$ cat src/rtl/pes_pkg.sv
package pes_pkg;
  localparam int NFLAG     = 3;
  localparam int FLAG_EC   = 0;
  localparam int FLAG_EEC  = 1;
  localparam int FLAG_CAPT = 2;

  typedef struct packed {
    logic       capt_en;
    logic       eec_en;
    logic       ec_en;
    logic       sel23;
    logic       sel22;
    logic [1:0] sync_sel;
  } cfg_t;

  localparam int CFG_W = $bits(cfg_t);
endpackage

$ cat src/rtl/pes_adc_trig.sv
module pes_adc_trig (
  input  logic [1:0] sync_sel,
  input  logic       set_a,
  input  logic       rst_a,
  input  logic       set_b,
  input  logic       rst_b,
  input  logic       fault_a,
  input  logic       fault_b,
  input  logic       retrig_a,
  input  logic       retrig_b,
  output logic       adc_sync
);
  logic [3:0] src;

  always_comb begin
    src[0] = set_a;
    src[1] = rst_a | fault_a | retrig_a;
    src[2] = set_b;
    src[3] = rst_b | fault_b | retrig_b;
    adc_sync = src[sync_sel];
  end
endmodule

$ cat src/rtl/pes_enh_cnt.sv
module pes_enh_cnt #(
  parameter int CNT_W = 4
) (
  input  logic clk,
  input  logic rst,
  input  logic adv,
  output logic last_hit
);
  localparam logic [CNT_W-1:0] LAST = {CNT_W{1'b1}};

  logic [CNT_W-1:0] cnt_q;

  assign last_hit = adv && (cnt_q == LAST);

  always_ff @(posedge clk) begin
    if (rst)
      cnt_q <= '0;
    else if (adv)
      cnt_q <= cnt_q + 1'b1;
  end
endmodule

$ cat src/rtl/pes_irq_flags.sv
module pes_irq_flags #(
  parameter int NF = 3
) (
  input  logic          clk,
  input  logic          rst,
  input  logic [NF-1:0] set_vec,
  input  logic [NF-1:0] clr_vec,
  output logic [NF-1:0] flag_q
);
  for (genvar i = 0; i < NF; i++) begin : g_flag
    always_ff @(posedge clk) begin
      if (rst)
        flag_q[i] <= 1'b0;
      else if (set_vec[i])
        flag_q[i] <= 1'b1;
      else if (clr_vec[i])
        flag_q[i] <= 1'b0;
    end
  end
endmodule

$ cat src/rtl/pes_out_route.sv
module pes_out_route (
  input  logic clk,
  input  logic rst,
  input  logic sel22,
  input  logic sel23,
  input  logic wave_a,
  input  logic wave_b,
  output logic pin22,
  output logic pin23
);
  always_ff @(posedge clk) begin
    if (rst) begin
      pin22 <= 1'b0;
      pin23 <= 1'b0;
    end else begin
      pin22 <= sel22 ? wave_b : wave_a;
      pin23 <= sel23 ? wave_a : wave_b;
    end
  end
endmodule

$ cat src/rtl/pwm_evt_sync.sv
module pwm_evt_sync
  import pes_pkg::*;
#(
  parameter int CNT_W = 4
) (
  input  logic             clk,
  input  logic             rst,
  input  logic             cfg_we,
  input  logic [CFG_W-1:0] cfg_wdata,
  input  logic             set_a,
  input  logic             rst_a,
  input  logic             set_b,
  input  logic             rst_b,
  input  logic             fault_a,
  input  logic             fault_b,
  input  logic             retrig_a,
  input  logic             retrig_b,
  input  logic             capt_evt,
  input  logic             sync_err,
  input  logic             wave_a,
  input  logic             wave_b,
  input  logic [NFLAG-1:0] irq_clr,
  output logic             adc_sync,
  output logic [NFLAG-1:0] irq_flag,
  output logic             pin22,
  output logic             pin23
);
  cfg_t             cfg_q;
  logic             enh_last;
  logic [NFLAG-1:0] flag_set;

  always_ff @(posedge clk) begin
    if (rst)
      cfg_q <= '0;
    else if (cfg_we)
      cfg_q <= cfg_t'(cfg_wdata);
  end

  pes_adc_trig trig_i (
    .sync_sel (cfg_q.sync_sel),
    .set_a    (set_a),
    .rst_a    (rst_a),
    .set_b    (set_b),
    .rst_b    (rst_b),
    .fault_a  (fault_a),
    .fault_b  (fault_b),
    .retrig_a (retrig_a),
    .retrig_b (retrig_b),
    .adc_sync (adc_sync)
  );

  pes_enh_cnt #(.CNT_W(CNT_W)) enh_i (
    .clk      (clk),
    .rst      (rst),
    .adv      (rst_b),
    .last_hit (enh_last)
  );

  always_comb begin
    flag_set            = '0;
    flag_set[FLAG_EC]   = cfg_q.ec_en & rst_b;
    flag_set[FLAG_EEC]  = cfg_q.eec_en & enh_last;
    flag_set[FLAG_CAPT] = cfg_q.capt_en & (retrig_a | retrig_b | capt_evt | sync_err);
  end

  pes_irq_flags #(.NF(NFLAG)) flags_i (
    .clk     (clk),
    .rst     (rst),
    .set_vec (flag_set),
    .clr_vec (irq_clr),
    .flag_q  (irq_flag)
  );

  pes_out_route route_i (
    .clk    (clk),
    .rst    (rst),
    .sel22  (cfg_q.sel22),
    .sel23  (cfg_q.sel23),
    .wave_a (wave_a),
    .wave_b (wave_b),
    .pin22  (pin22),
    .pin23  (pin23)
  );
endmodule

$ cat config.mk
export PLATFORM = sky130hd
export DESIGN_NAME = pwm_evt_sync
export DESIGN_NICKNAME = d
export VERILOG_FILES = /design/src/rtl/pes_pkg.sv /design/src/rtl/pes_adc_trig.sv /design/src/rtl/pes_enh_cnt.sv /design/src/rtl/pes_irq_flags.sv /design/src/rtl/pes_out_route.sv /design/src/rtl/pwm_evt_sync.sv
export SDC_FILE = /design/constraint.sdc
export NUM_CORES = 1
export LEC_CHECK = 0
export ABC_AREA = 1
export BUFFER_PORTS_ARGS = -buffer_cell sky130_fd_sc_hd__buf_2
export CORE_UTILIZATION = 44
export DETAILED_ROUTE_END_ITERATION = 7
export MAX_ROUTING_LAYER = met4
export PLACE_DENSITY = 0.76
export SETUP_SLACK_MARGIN = 0.05
export SLEW_MARGIN = 20
export SYNTH_ARGS = -nofsm -noshare
export SYNTH_HDL_FRONTEND = slang
export SYNTH_SLANG_ARGS = --single-unit
$ cat constraint.sdc
create_clock -name clk -period 1.2 [get_ports clk]
set_clock_uncertainty 0.1 [all_clocks]
set_input_delay 0.12 -clock clk [delete_from_list [all_inputs] [get_ports clk]]
set_output_delay 0.12 -clock clk [all_outputs]
set_load 0.005 [all_outputs]
* Word level (Yosys, flattened, before mapping)
Cells that the tools add are included.
** Word-level totals
- Register bits after elaboration :: 16
- Bits in latches :: 0
- RAM bits :: 0
- ROM bits :: 0
- Input bits :: 25
- Output and inout port bits :: 6
- Word-level logic and storage cells :: 39
- Memories kept :: 0
** Cells by class
- $add $sub $neg :: 1
- $mul :: 0
- Div/mod/pow operators :: 0
- Magnitude comparators :: 1
- Equality and inequality tests :: 1
- Shifts and indexed selects :: 0
- Multiplexer cells :: 10
- Bitwise logic cells :: 10
- Reductions and logical operators :: 4
** Operator list (count)
- $mux 1 :: 9
- $or 1x1->1 :: 7
- $reduce_bool 2->1 :: 3
- $add 4x1->4 const B :: 1
- $eq 4x4->1 const B :: 1
- $and 1x1->1 :: 3
- $lt 2x3->1 const B :: 1
- $bmux 1 s2 :: 1
- $logic_and 1x1->1 :: 1

* Logic depth before layout (Yosys ltp)
Gate-level depths: netlist (run 1).
- Word-level depth :: 5
- Gate-level depth with buffers :: 6
- Depth with buffers taken out :: 5

* By module
From an unflattened synthesis (run 1), not the netlist that was laid out.
** Second synthesis, totals
- Cell total of the unflattened synthesis :: 106
- Area, all modules :: 700.7 um^2
** Modules (own cells, without submodules)
- pwm_evt_sync :: instances 1, cells an instance 38, area an instance 266.5 um^2
- pes_enh_cnt :: instances 1, cells an instance 25, area an instance 177.7 um^2
- pes_irq_flags :: instances 1, cells an instance 15, area an instance 108.9 um^2
- pes_out_route :: instances 1, cells an instance 13, area an instance 86.3 um^2
- pes_adc_trig :: instances 1, cells an instance 15, area an instance 61.3 um^2

* Worst setup path before layout (run 1)
Ideal clock, no wire load.
- Path type :: register to register
- Start :: register enh_i.cnt_q[0]
- End :: register flags_i.flag_q[1]
- Setup time :: 64 ps
- Arrival time :: 828 ps
- Required time :: 1036 ps
- Slack :: 208 ps
- Cell stages (with the launch flop) :: 6
- Buffers on the path :: 0
- Period minus slack after synthesis :: 992 ps
- Cells stage by stage :: dfxtp_1 -> ha_1 -> nand3_2 -> nor2_2 -> nor2_1 -> nor2_1
** Between the ends
- Cells in the longest elaborated chain, start to end :: 4
- Elaborated cells between the ends (all ways) :: 5
- Those cells by class :: eq/ne: 1; mux: 1; bitwise: 1; reduce/logical: 2
** RTL lines
- start: declaration :: line pes_enh_cnt.sv:11 : logic [CNT_W-1:0] cnt_q;
- start signal: assignment :: line pes_enh_cnt.sv:19 : cnt_q <= cnt_q + 1'b1;
- $eq 4x4->1 * :: line pes_enh_cnt.sv:13 : assign last_hit = adv && (cnt_q == LAST);
- $logic_and 1x1->1 * :: line pes_enh_cnt.sv:13
- $and 1x1->1 * :: line pwm_evt_sync.sv:62 : flag_set[FLAG_EEC] = cfg_q.eec_en & enh_last;
- $mux 1 / $reduce_bool 2->1 (equally long branches)
- end signal: indexed assignment :: line pes_irq_flags.sv:13 : flag_q[i] <= 1'b0;
- end signal: indexed assignment :: line pes_irq_flags.sv:15 : flag_q[i] <= 1'b1;
- end signal: indexed assignment :: line pes_irq_flags.sv:17 : flag_q[i] <= 1'b0;
- end: declaration :: line pes_irq_flags.sv:8 : output logic [NF-1:0] flag_q
Mark *: on every way between the ends. The rest lies on a longest branch, timed or not.
A chain may end at the register's enable or synchronous reset.

* Final worst setup path (run 1)
- Start :: register cfg_q[0] (netlist bit)
- End :: output port adc_sync
** Between the ends
- Cells in the longest elaborated chain, start to end :: 2
** RTL lines
- start: declaration :: line pwm_evt_sync.sv:28 : cfg_t cfg_q;
- start signal: assignment :: line pwm_evt_sync.sv:36 : cfg_q <= cfg_t'(cfg_wdata);
- $bmux 1 s2 :: line pes_adc_trig.sv:20 : adc_sync = src[sync_sel];
- $mux 1 (implied by the code) :: line pes_adc_trig.sv:20
- end: declaration :: line pwm_evt_sync.sv:23 : output logic adc_sync,
No other way between the ends. The select of a mux whose other input is x is not followed.

==> metrics.md, run 1 <==
| Metric | Value |
|---|---|
| Status | complete, but fails checks |
| Failing checks | negative setup slack |
| Die ar. | 0.001717 sq mm |
| Starting Density | around 50% |
| Util after Layout | between 70% and 80% |
| Worst slew pin tran | about 190 ps |
| Fraction of layout cells with a size suffix above 1 | approximately 34% |
| Top_reg_cell synth | dfxtp_1 |
| Kind of end point of the critical path | output pin |
| RR Startpoint | enh_i.cnt_q[0]$_SDFFE_PP0P_ |
| ANT nets after route | 0 |
| Pwr dens | 1142 mW/mm^2 |
| Worst hold endpoint | flags_i.flag_q[1]$_SDFFE_PP0P_ |
| Max Cap Viol | 0 |
| Hold path start | irq_clr[1] |
| WL final | 1.500 mm |
| CTS root buffer | clkbuf_4 |
| Worst-path clk slew | 100 ps |
| Mapped Nets | 119 |
| Placed instance area | a little over 800 sq um |
| Seq/Total Area, Yosys | between 40 and 50% |
| Worst min path class | in2reg |
| Final setup vio count | 1 |
| Part of the cycle the worst path needs | 107.2% |
| Final min period | 1286 ps |
| Post-synth ARST share | 0% |
| Initial antenna violation count | 0 |
| Worst-Skew Late Latency | about 290 ps |
| Critical Path RT | 980 ps |
| Diode count | 0 |
| Cell depth of the worst hold path | 4 |
| Unique masters post-synth | 15 |
| Nets@finish | around 160 |
| Row count | 13 |
| Most frequent cell after synthesis | nor2_1 |
| Worst Setup Start Kind | register |
| Unrepaired setup endpoints after global routing | true |
| Post-route setup TNS | -86.22 ps |
| Final setup margin | -86.22 ps |
| Vias in the first global route | slightly above 700 |
| Maximum VDD drop | roughly 0.76 mV |
| Remaining Overflow, GRT | 0 |
| CTS tree | yes |
| Max-slew violations | 0 |
| Clk sinks | 16 |
| Routed WL per cell | roughly 10 um |
| Synth Instances | 93 |
| Post-Synthesis Cell Area | 684.4 sq um |
| DRT Pass-1 Iters | 4 |
| Die extent in y | just over 40 um |
| Post-route cell area | 967.2 sq um |
| H-tree depth | 1 |
| Core ar. | ~0.0014 sq mm |
| Reg-to-reg slack, setup | ~170 ps |
| Final std cells w/o fill | 149 |
| Rel. slew slack | 87.44% |
| Area leader, netlist | dfxtp_1 |
| Total track usage | between 20% and 30% |
| FF-to-FF path depth | 5 |
| I/O Pins | 31 |
| Area grow syn2layout | 41.32% |
| Dpl cells | approximately 140 |
| Max Freq | 777.5 MHz |
| Vias per std cell | around 4.7 |
| Syn_area_per_cell | 7.359 sq um |
| Worst Path Class, Setup | reg2out |
| Yosys top cell area share | between 40% and 50% |
| CTS Buf Count | 3 |
| IO buf count | 30 |
| Leakage Power | 0.4644 nW |
| First DRT Iteration DRCs | 6 |
| Residual DRC | 0 |
| Worst path arrival time | between 1000 and 1500 ps |
| Vias | about 700 |
| Clock Tree Buf Depth | 2 |
| #FFs+latches synth | 16 |
| Post-DP HPWL | 991.2 um |
| Crit-path max FO | 3 |
| EDFF count, synth | 0 |
| Top cells by area, synth | dfxtp_1 47%, nor2_1 14%, o21ai_0 8.0%, nand2_1 7.7%, a21oi_1 5.9% |
| Pin count of the biggest net entering global routing | 14 |
| Synth warn | 0 |
| First-pass GRT wire length | around 2.8 mm |
| Final Hold Viols | 0 |
| Routability cong. | between 0.7 and 0.8 |
| Reg2Reg Capture Point | flags_i.flag_q[1]$_SDFFE_PP0P_ |
| Die Width | around 41 um |
| Commonest cells post-synth | 26 x nor2_1, 16 x dfxtp_1, 14 x nand2_1, 11 x o21ai_0, 8 x a21oi_1 |
==> worst max-delay path, stage by stage (launching register included) <==
cell and delay, ps:
dfxtp_2 340, or2_0 190, nand3_1 80, nand2_1 40
buf_2 120
==> logic make-up (layout without fill, tap and decap cells) <==
logic type	count (synthesis)	count (layout)	share of synthesized area, %
buf+inv	11	52	8.228
compound gates	19	19	13.89
flops	16	16	46.80
simple gates	46	46	29.25
fa+ha+maj	1	1	1.828
==> worst max-delay path by stage <==
stage,startpoint,to,slack (ps),cells past startpoint
after detailed placement,enh_i.cnt_q[0]$_SDFFE_PP0P_,flags_i.flag_q[1]$_SDFFE_PP0P_,120,5
after floorplan,enh_i.cnt_q[0]$_SDFFE_PP0P_,flags_i.flag_q[1]$_SDFFE_PP0P_,210,5
after global placement,enh_i.cnt_q[0]$_SDFFE_PP0P_,flags_i.flag_q[1]$_SDFFE_PP0P_,180,5
final,cfg_q[0]$_SDFFE_PP0P_,adc_sync,-90,4
after CTS,cfg_q[0]$_SDFFE_PP0P_,adc_sync,-80,6
after global routing,cfg_q[0]$_SDFFE_PP0P_,adc_sync,-130,4
==> state kept, by name, indices dropped and copies added (netlist names) <==
register / cells
route_i.pin22: 1
cfg_q: 7
enh_i.cnt_q: 4
flags_i.flag_q: 3
route_i.pin23: 1
==> power by group <==
part | leakage [nW] | internal [mW] | switching (mW)
clock network | 0.0210 | 0.185 | 0.177
registers | 0.133 | 0.563 | 0.0184
logic | 0.311 | 0.0862 | 0.0748
==> layer usage <==
layer	vias to the layer above	routed length (um)	GRT usage (%)
met5	-	0	-
met4	0	31	10.97
met3	4	61	3.478
met2	19	778	40.00
met1	298	629	19.89
li1	374	-	-
==> per-stage QoR <==
| step | power [mW] | setup WS [ps] | hold slack, ps |
|---|---|---|---|
| after floorplan | 0.6658 | 208.3 | 89.07 |
| after global placement | 0.7215 | 183.2 | 239.4 |
| after detailed placement | 0.7264 | 121.7 | 240.2 |
| after CTS | 1.106 | -80.11 | 3.325 |
| after global routing | 1.157 | -127.6 | 10.43 |
| final | 1.105 | -86.22 | 9.204 |
==> layout make-up <==
type,instances,area [sq um]
clock buffers,4,36.28
fillers,115,399.1
inverters,9,36.28
multi-input cells,66,312.8
flip-flops and latches,16,322.8
well taps,15,18.77
repair buffers,39,240.2
==> repair_timing <==
| action | CTS | global route |
|---|---|---|
| setup buffers | 0 | 0 |
| pin swaps | 2 | 2 |
| resized for setup | 1 | 5 |
| hold buffers | 9 | 0 |
| endpoints found under the setup margin | 1 | 4 |
| hold endpoints to repair | 9 | 0 |
==> cells in the final DEF, fill, tap and decap left out, drive strengths merged, types with 2 or more instances in the layout <==
cell type	count
buf	30
a21oi	8
nand2	15
nor2	28
dlygate4sd3	9
clkbuf	4
inv	9
o21ai	11
nand3	2
dfxtp	16
(Power assumes the default switching activity.)
==> inputs of run 2 (changes only) <==
--- a/config.mk
+++ b/config.mk
@@ -7,10 +7,11 @@
 export LEC_CHECK = 0
 export ABC_AREA = 1
 export BUFFER_PORTS_ARGS = -buffer_cell sky130_fd_sc_hd__buf_2
-export CORE_UTILIZATION = 44
+export CORE_UTILIZATION = 47
+export CTS_BUF_LIST = sky130_fd_sc_hd__clkbuf_4 sky130_fd_sc_hd__clkbuf_8
 export DETAILED_ROUTE_END_ITERATION = 7
 export MAX_ROUTING_LAYER = met4
-export PLACE_DENSITY = 0.76
+export PLACE_DENSITY = 0.8
 export SETUP_SLACK_MARGIN = 0.05
 export SLEW_MARGIN = 20
 export SYNTH_ARGS = -nofsm -noshare
==> run 2 against run 1 <==
The flow still finishes with violations (negative setup slack); total power is 0.28% lower; wire length grew 1.3%; global-route usage up 1.7 points; core utilization grew 1.7 points; largest cell class unchanged; largest power group unchanged; highest routed layer unchanged.
==> metrics.md, run 2 (same netlist as run 1, synthesis figures left out) <==
| Metric | Value |
|---|---|
| First DRT Iteration DRCs | 6 |
| Largest registers | cfg_q: 7 flops, enh_i.cnt_q: 4 flops, flags_i.flag_q: 3 flops |
| Worst-path clk slew | approximately 100 ps |
| Final Hold Viols | 0 |
| Met3 routed WL | 52 um |
| Fraction of layout cells with a size suffix above 1 | 33.58% |
| Vias in the first global route | around 600 |
| Residual DRC | 0 |
| IO buf count | 30 |
| Met2 routed wirelength | just over 800 um |
| Wire length on met1 | 614 um |
| Clk sinks | 16 |
| RR Startpoint | enh_i.cnt_q[0]$_SDFFE_PP0P_ |
| Switching part of the total | approximately a quarter |
| Logic pwr share | 14.8% |
| Worst-Skew Late Latency | 280 ps |
| Vias | roughly 690 |
| Unrepaired setup endpoints after global routing | true |
| Total track usage | 22.82% |
| Reg2Reg Capture Point | flags_i.flag_q[1]$_SDFFE_PP0P_ |
| Vias per std cell | around 4.6 |
| Final min period | 1269 ps |
| Worst hold endpoint | flags_i.flag_q[1]$_SDFFE_PP0P_ |
| DRT Pass-1 Iters | 4 |
| Pwr dens | 1139 mW/mm^2 |
| Leading cell types in the layout, fill and taps excluded | 30 x buf_2, 24 x nor2_1, 14 x nand2_1, 14 x dfxtp_1, 11 x o21ai_0 |
| Clock Power Share | about a third |
| Max Freq | 788.2 MHz |
| Multi-input gate area in the final layout | 312.8 sq um |
| Failing checks | negative setup slack |
| Worst Setup Start Kind | register |
| Nets@finish | approximately 160 |
| Worst hold slack | 9.276 ps |
| Critical Path RT | around 1000 ps |
| ANT nets after route | 0 |
| Final setup vio count | 1 |
| Status | complete, but fails checks |
| FILL cells | approximately 120 |
| Max Cap Viol | 0 |
| Crit-path max FO | 3 |
| Final setup margin | -68.69 ps |
| Routability cong. | slightly below 0.7 |
| Total Power | 1.102 mW |
| Core ar. | between 0.001 and 0.0015 sq mm |
| CTS tree | yes |
| Worst setup path start | cfg_q[0]$_SDFFE_PP0P_ |
| FF-to-FF path depth | 5 |
| Rel. slew slack | approximately 89% |
| Die Width | roughly 40 um |
| Maximum VDD drop | ~0.86 mV |
| Worst Path Class, Setup | reg2out |
| I/O Pins | 31 |
| Worst min path class | in2reg |
| Post-CTS setup buffer count | 0 |
| Kind of end point of the critical path | output pin |
| Remaining Overflow, GRT | 0 |
| Post-route setup TNS | -68.69 ps |
| Max-slew violations | 0 |
| Max reg flops | 7 |
| Hold path start | irq_clr[1] |
| Row count | 13 |
| Worst path arrival time | approximately 1100 ps |
| Seq pwr share | between 50% and 60% |
| Place WS | approximately 140 ps |
| Register with the most flip-flops | cfg_q |
| Pin count of the biggest net entering global routing | 14 |
| Die ar. | 0.001613 sq mm |
| Most common cell after layout, fill and taps aside | buf_2 |
| Sw power | approximately 270 uW |
| Initial antenna violation count | 0 |
| Int Power | 834.5 uW |
| Clock Tree Buf Depth | 2 |
| First-pass GRT wire length | 2.304 mm |
| Reg-to-reg slack, setup | 180 ps |
| Routed WL per cell | about 10 um |
| Starting Density | about half |
| Leakage Power | between 0.4 and 0.5 nW |
| Top sig layer | met4 |
| Part of the cycle the worst path needs | 105.7% |
| Post-DP HPWL | about 1.1 mm |
| Die extent in y | between 40 and 50 um |
| Register area | between 300 and 400 sq um |
| Area grow syn2layout | 41.32% |
| CTS root buffer | clkbuf_4 |
| WL final | roughly 1.5 mm |
| H-tree depth | 1 |
| Cell depth of the worst hold path | 4 |
| Diode count | 0 |
| CTS Buf Count | 3 |
| Worst slew pin tran | approximately 160 ps |
-- run 2: cell counts in the layout (fill, tap and decap cells not counted) --
No cell type changed its count.
-- run 2: layout make-up --
type | count | area share (%)
flip-flops and latches | 16 | 33.38
well taps | 15 | 1.940
inverters | 9 | 3.752
repair buffers | 39 | 24.84
clock buffers | 4 | 3.752
multi-input cells | 66 | 32.34
-- run 2: worst max-delay path by stage --
stage,end,cells after the start
after global routing,adc_sync,6
after floorplan,flags_i.flag_q[1]$_SDFFE_PP0P_,5
after CTS,adc_sync,6
after global placement,flags_i.flag_q[1]$_SDFFE_PP0P_,5
after detailed placement,flags_i.flag_q[1]$_SDFFE_PP0P_,5
final,adc_sync,6
-- run 2: routing by layer --
layer | GRT usage (%) | vias to the layer above
met4 | 15.52 | 0
met1 | 23.21 | 290
li1 | - | 377
met2 | 39.92 | 18
met5 | - | -
met3 | 3.333 | 4
-- run 2: through the flow --
stage | util (%) | std cells | cell area [sq um]
after floorplan | - | 93 | 684.4
after global placement | 62.29 | 136 | 830.8
after detailed placement | 62.29 | 136 | 830.8
after CTS | 71.86 | 149 | 958.4
after global routing | 72.51 | 149 | 967.2
final | 72.51 | 149 | 967.2
-- run 2: power by group through the flow --
stage                     Combinational (mW)  Sequential (mW)  Clock, mW
final                                  0.163            0.582      0.357
after global routing                   0.186            0.587      0.377
after floorplan                       0.0755            0.590          0
after detailed placement               0.136            0.593          0
after CTS                              0.159            0.581      0.367
after global placement                 0.130            0.591          0
-- run 2: critical path, stage by stage, from the launching register on --
cell	delay (ps)
dfxtp_2	350
inv_2	60
nor2_2	70
nand2_1	50
nand3_1	80
nand2_1	40
buf_2	120
-- run 2: timing repair --
action                     4_1_cts  5_1_grt
hold buffers                     9        0
pin swaps                        2        0
setup endpoints to repair        1        3
hold endpoints to repair         9        0
resized for setup                2        4
==> inputs of run 3 (changes only) <==
--- a/config.mk
+++ b/config.mk
@@ -10,6 +10,7 @@
 export CORE_UTILIZATION = 47
 export CTS_BUF_LIST = sky130_fd_sc_hd__clkbuf_4 sky130_fd_sc_hd__clkbuf_8
 export DETAILED_ROUTE_END_ITERATION = 7
+export HOLD_SLACK_MARGIN = 0.03
 export MAX_ROUTING_LAYER = met4
 export PLACE_DENSITY = 0.8
 export SETUP_SLACK_MARGIN = 0.05
==> constraint.sdc (replaced) <==
create_clock -name clk -period 1.3 [get_ports clk]
set_clock_uncertainty 0.1 [all_clocks]
set_input_delay 0.13 -clock clk [delete_from_list [all_inputs] [get_ports clk]]
set_output_delay 0.13 -clock clk [all_outputs]
set_load 0.005 [all_outputs]
==> run 3 against run 2 <==
Sequential share of layout area shrank 0.68 points; critical path type unchanged; setup slack better by 78 ps; first-iteration DRC count is 120% higher; the flow now finishes without violations; largest power group unchanged; sequential power fell by 7.7%; clock-buffer cell count unchanged; wire length up 1.7%.
==> metrics.md, run 3 (same netlist as run 1, synthesis figures left out) <==
| Metric | Value |
|---|---|
| Status | finished clean |
| Worst path arrival time | approximately 1100 ps |
| ANT nets after route | 0 |
| WL final | roughly 1.5 mm |
| Kind of end point of the critical path | output pin |
| Residual DRC | 0 |
| GR Util met2 | approximately 44% |
| H-tree depth | 1 |
| Worst-Skew Late Latency | between 200 and 300 ps |
| Post-DP HPWL | 1.039 mm |
| Core ar. | approximately 0.0013 sq mm |
| Largest registers | cfg_q: 7 flops, enh_i.cnt_q: 4 flops, flags_i.flag_q: 3 flops |
| Maximum VDD drop | between 0.7 and 0.8 mV |
| Final min period | between 1000 and 1500 ps |
| Switching part of the total | between 20% and 30% |
| Rel. slew slack | between 80% and 90% |
| Final Hold Viols | 0 |
| Routability cong. | roughly 0.67 |
| Register with the most flip-flops | cfg_q |
| First DRT Iteration DRCs | 13 |
| CTS tree | yes |
| Pin count of the biggest net entering global routing | 14 |
| Final setup vio count | 0 |
| Worst min path class | in2reg |
| Most Crowded Layer GR | met2 |
| DRT Pass-1 Iters | 4 |
| Die extent in y | between 40 and 50 um |
| Leakage Power | about 0.47 nW |
| Diode count | 0 |
| Part of the cycle the worst path needs | a little under 100% |
| Crit-path max FO | 3 |
| Met3 usage | under 10% |
| Area grow syn2layout | 43.69% |
| Sw power | roughly 240 uW |
| Die Width | roughly 40 um |
| Worst slew pin tran | between 200 and 250 ps |
| Met1 Track Usage GR | between 20% and 30% |
| Max reg flops | 7 |
| Most common cell after layout, fill and taps aside | buf_2 |
| Multi-input gate area in the final layout | between 300 and 400 sq um |
| Post-route cell area | 983.4 sq um |
| I/O Pins | 31 |
| Pwr dens | between 1000 and 1500 mW/mm^2 |
| Nets@finish | 163 |
| IO buf count | 30 |
| Starting Density | 51.31% |
| Worst Setup Start Kind | register |
| Initial antenna violation count | 0 |
| Max Cap Viol | 0 |
| Total track usage | 23.84% |
| Clk sinks | 16 |
| Clock Tree Buf Depth | 2 |
| Max Freq | a little under 800 MHz |
| Leading cell types in the layout, fill and taps excluded | 30 x buf_2, 24 x nor2_1, 15 x dfxtp_1 |
| Clock Power Share | between 30% and 40% |
| Unrepaired setup endpoints after global routing | true |
| Post-route setup TNS | 0 ps |
| Worst-path clk slew | 90 ps |
| Placed instance area | approximately 830 sq um |
| Register area | roughly 320 sq um |
| Total Power | 1.012 mW |
| Post-CTS setup buffer count | 0 |
| Worst Path Class, Setup | reg2out |
| Vias per std cell | 4.689 |
| Die ar. | ~0.0016 sq mm |
| Seq pwr share | between 50% and 60% |
| Fraction of layout cells with a size suffix above 1 | approximately 32% |
| First-pass GRT wire length | 2.449 mm |
| Logic pwr share | 15.4% |
| Routed WL per cell | just over 10 um |
| Critical Path RT | about 1100 ps |
| Vias | just over 700 |
| Vias in the first global route | 636 |
| CTS root buffer | clkbuf_4 |
| Max-slew violations | 0 |
| Row count | 13 |
| Util after Layout | between 70% and 80% |
| Int Power | around 770 uW |
| FILL cells | around 100 |
| Remaining Overflow, GRT | 0 |
| CTS Buf Count | 3 |
## run 3: cell count changes in the layout (fill, tap and decap cells not counted)
cell / delta
inv_4: -1
dlygate4sd3_1: +2
dfxtp_1: +1
dfxtp_2: -1
inv_2: +1
## run 3: power groups by stage
stage | Sequential [mW] | Combinational [mW] | Clock [mW]
floorplan | 0.545 | 0.0697 | 0
global placement | 0.546 | 0.120 | 0
detailed placement | 0.547 | 0.126 | 0
CTS | 0.537 | 0.153 | 0.327
global route | 0.541 | 0.177 | 0.345
finish | 0.537 | 0.156 | 0.319
## run 3: layout make-up
cell class	count	share of cell area (%)
Clock buffer	4	3.690
Inverter	9	3.435
Multi-Input combinational cell	66	31.81
Sequential cell	16	32.70
Tap cell	15	1.908
Timing Repair Buffer	41	26.46
## run 3: worst max-delay path: stages (launching register included)
cell,delay (ps)
dfxtp_2,340
or2_0,220
nand3_1,70
nand2_1,40
buf_2,120
## run 3: per-layer routing
metal / vias to the layer above / wire (um) / part of all wire [%]
met5: - / 0 / 0
met4: 0 / 14 / 0.91
met3: 2 / 39 / 2.5
met2: 15 / 814 / 53
met1: 312 / 677 / 44
li1: 379 / - / -
## run 3: final timing paths
check / start / endpoint / slack (ps) / cells past startpoint
worst max-delay path: cfg_q[0]$_SDFFE_PP0P_ / adc_sync / 10 / 4
worst min-delay path: cfg_wdata[2] / cfg_q[2]$_SDFFE_PP0P_ / 40 / 3
worst max register to register: enh_i.cnt_q[0]$_SDFFE_PP0P_ / flags_i.flag_q[1]$_SDFFE_PP0P_ / 200 / 5
worst min register to register: flags_i.flag_q[0]$_SDFFE_PP0P_ / flags_i.flag_q[0]$_SDFFE_PP0P_ / 360 / 2
## run 3: per-stage QoR
step                      hold WS (ps)  setup slack, ps  cells
after floorplan                  99.07            308.3     93
after global placement           248.3            285.1    136
after detailed placement         252.3            252.5    136
after CTS                        35.80            4.540    151
after global routing             57.58           -55.39    151
final                            40.30            9.752    151
## run 3: repair_timing
item | 4_1_cts | 5_1_grt
hold buffers | 11 | 0
setup endpoints to repair | 1 | 1
gates resized for setup | 1 | 3
hold endpoints to repair | 10 | 0
pin swaps | 1 | 1
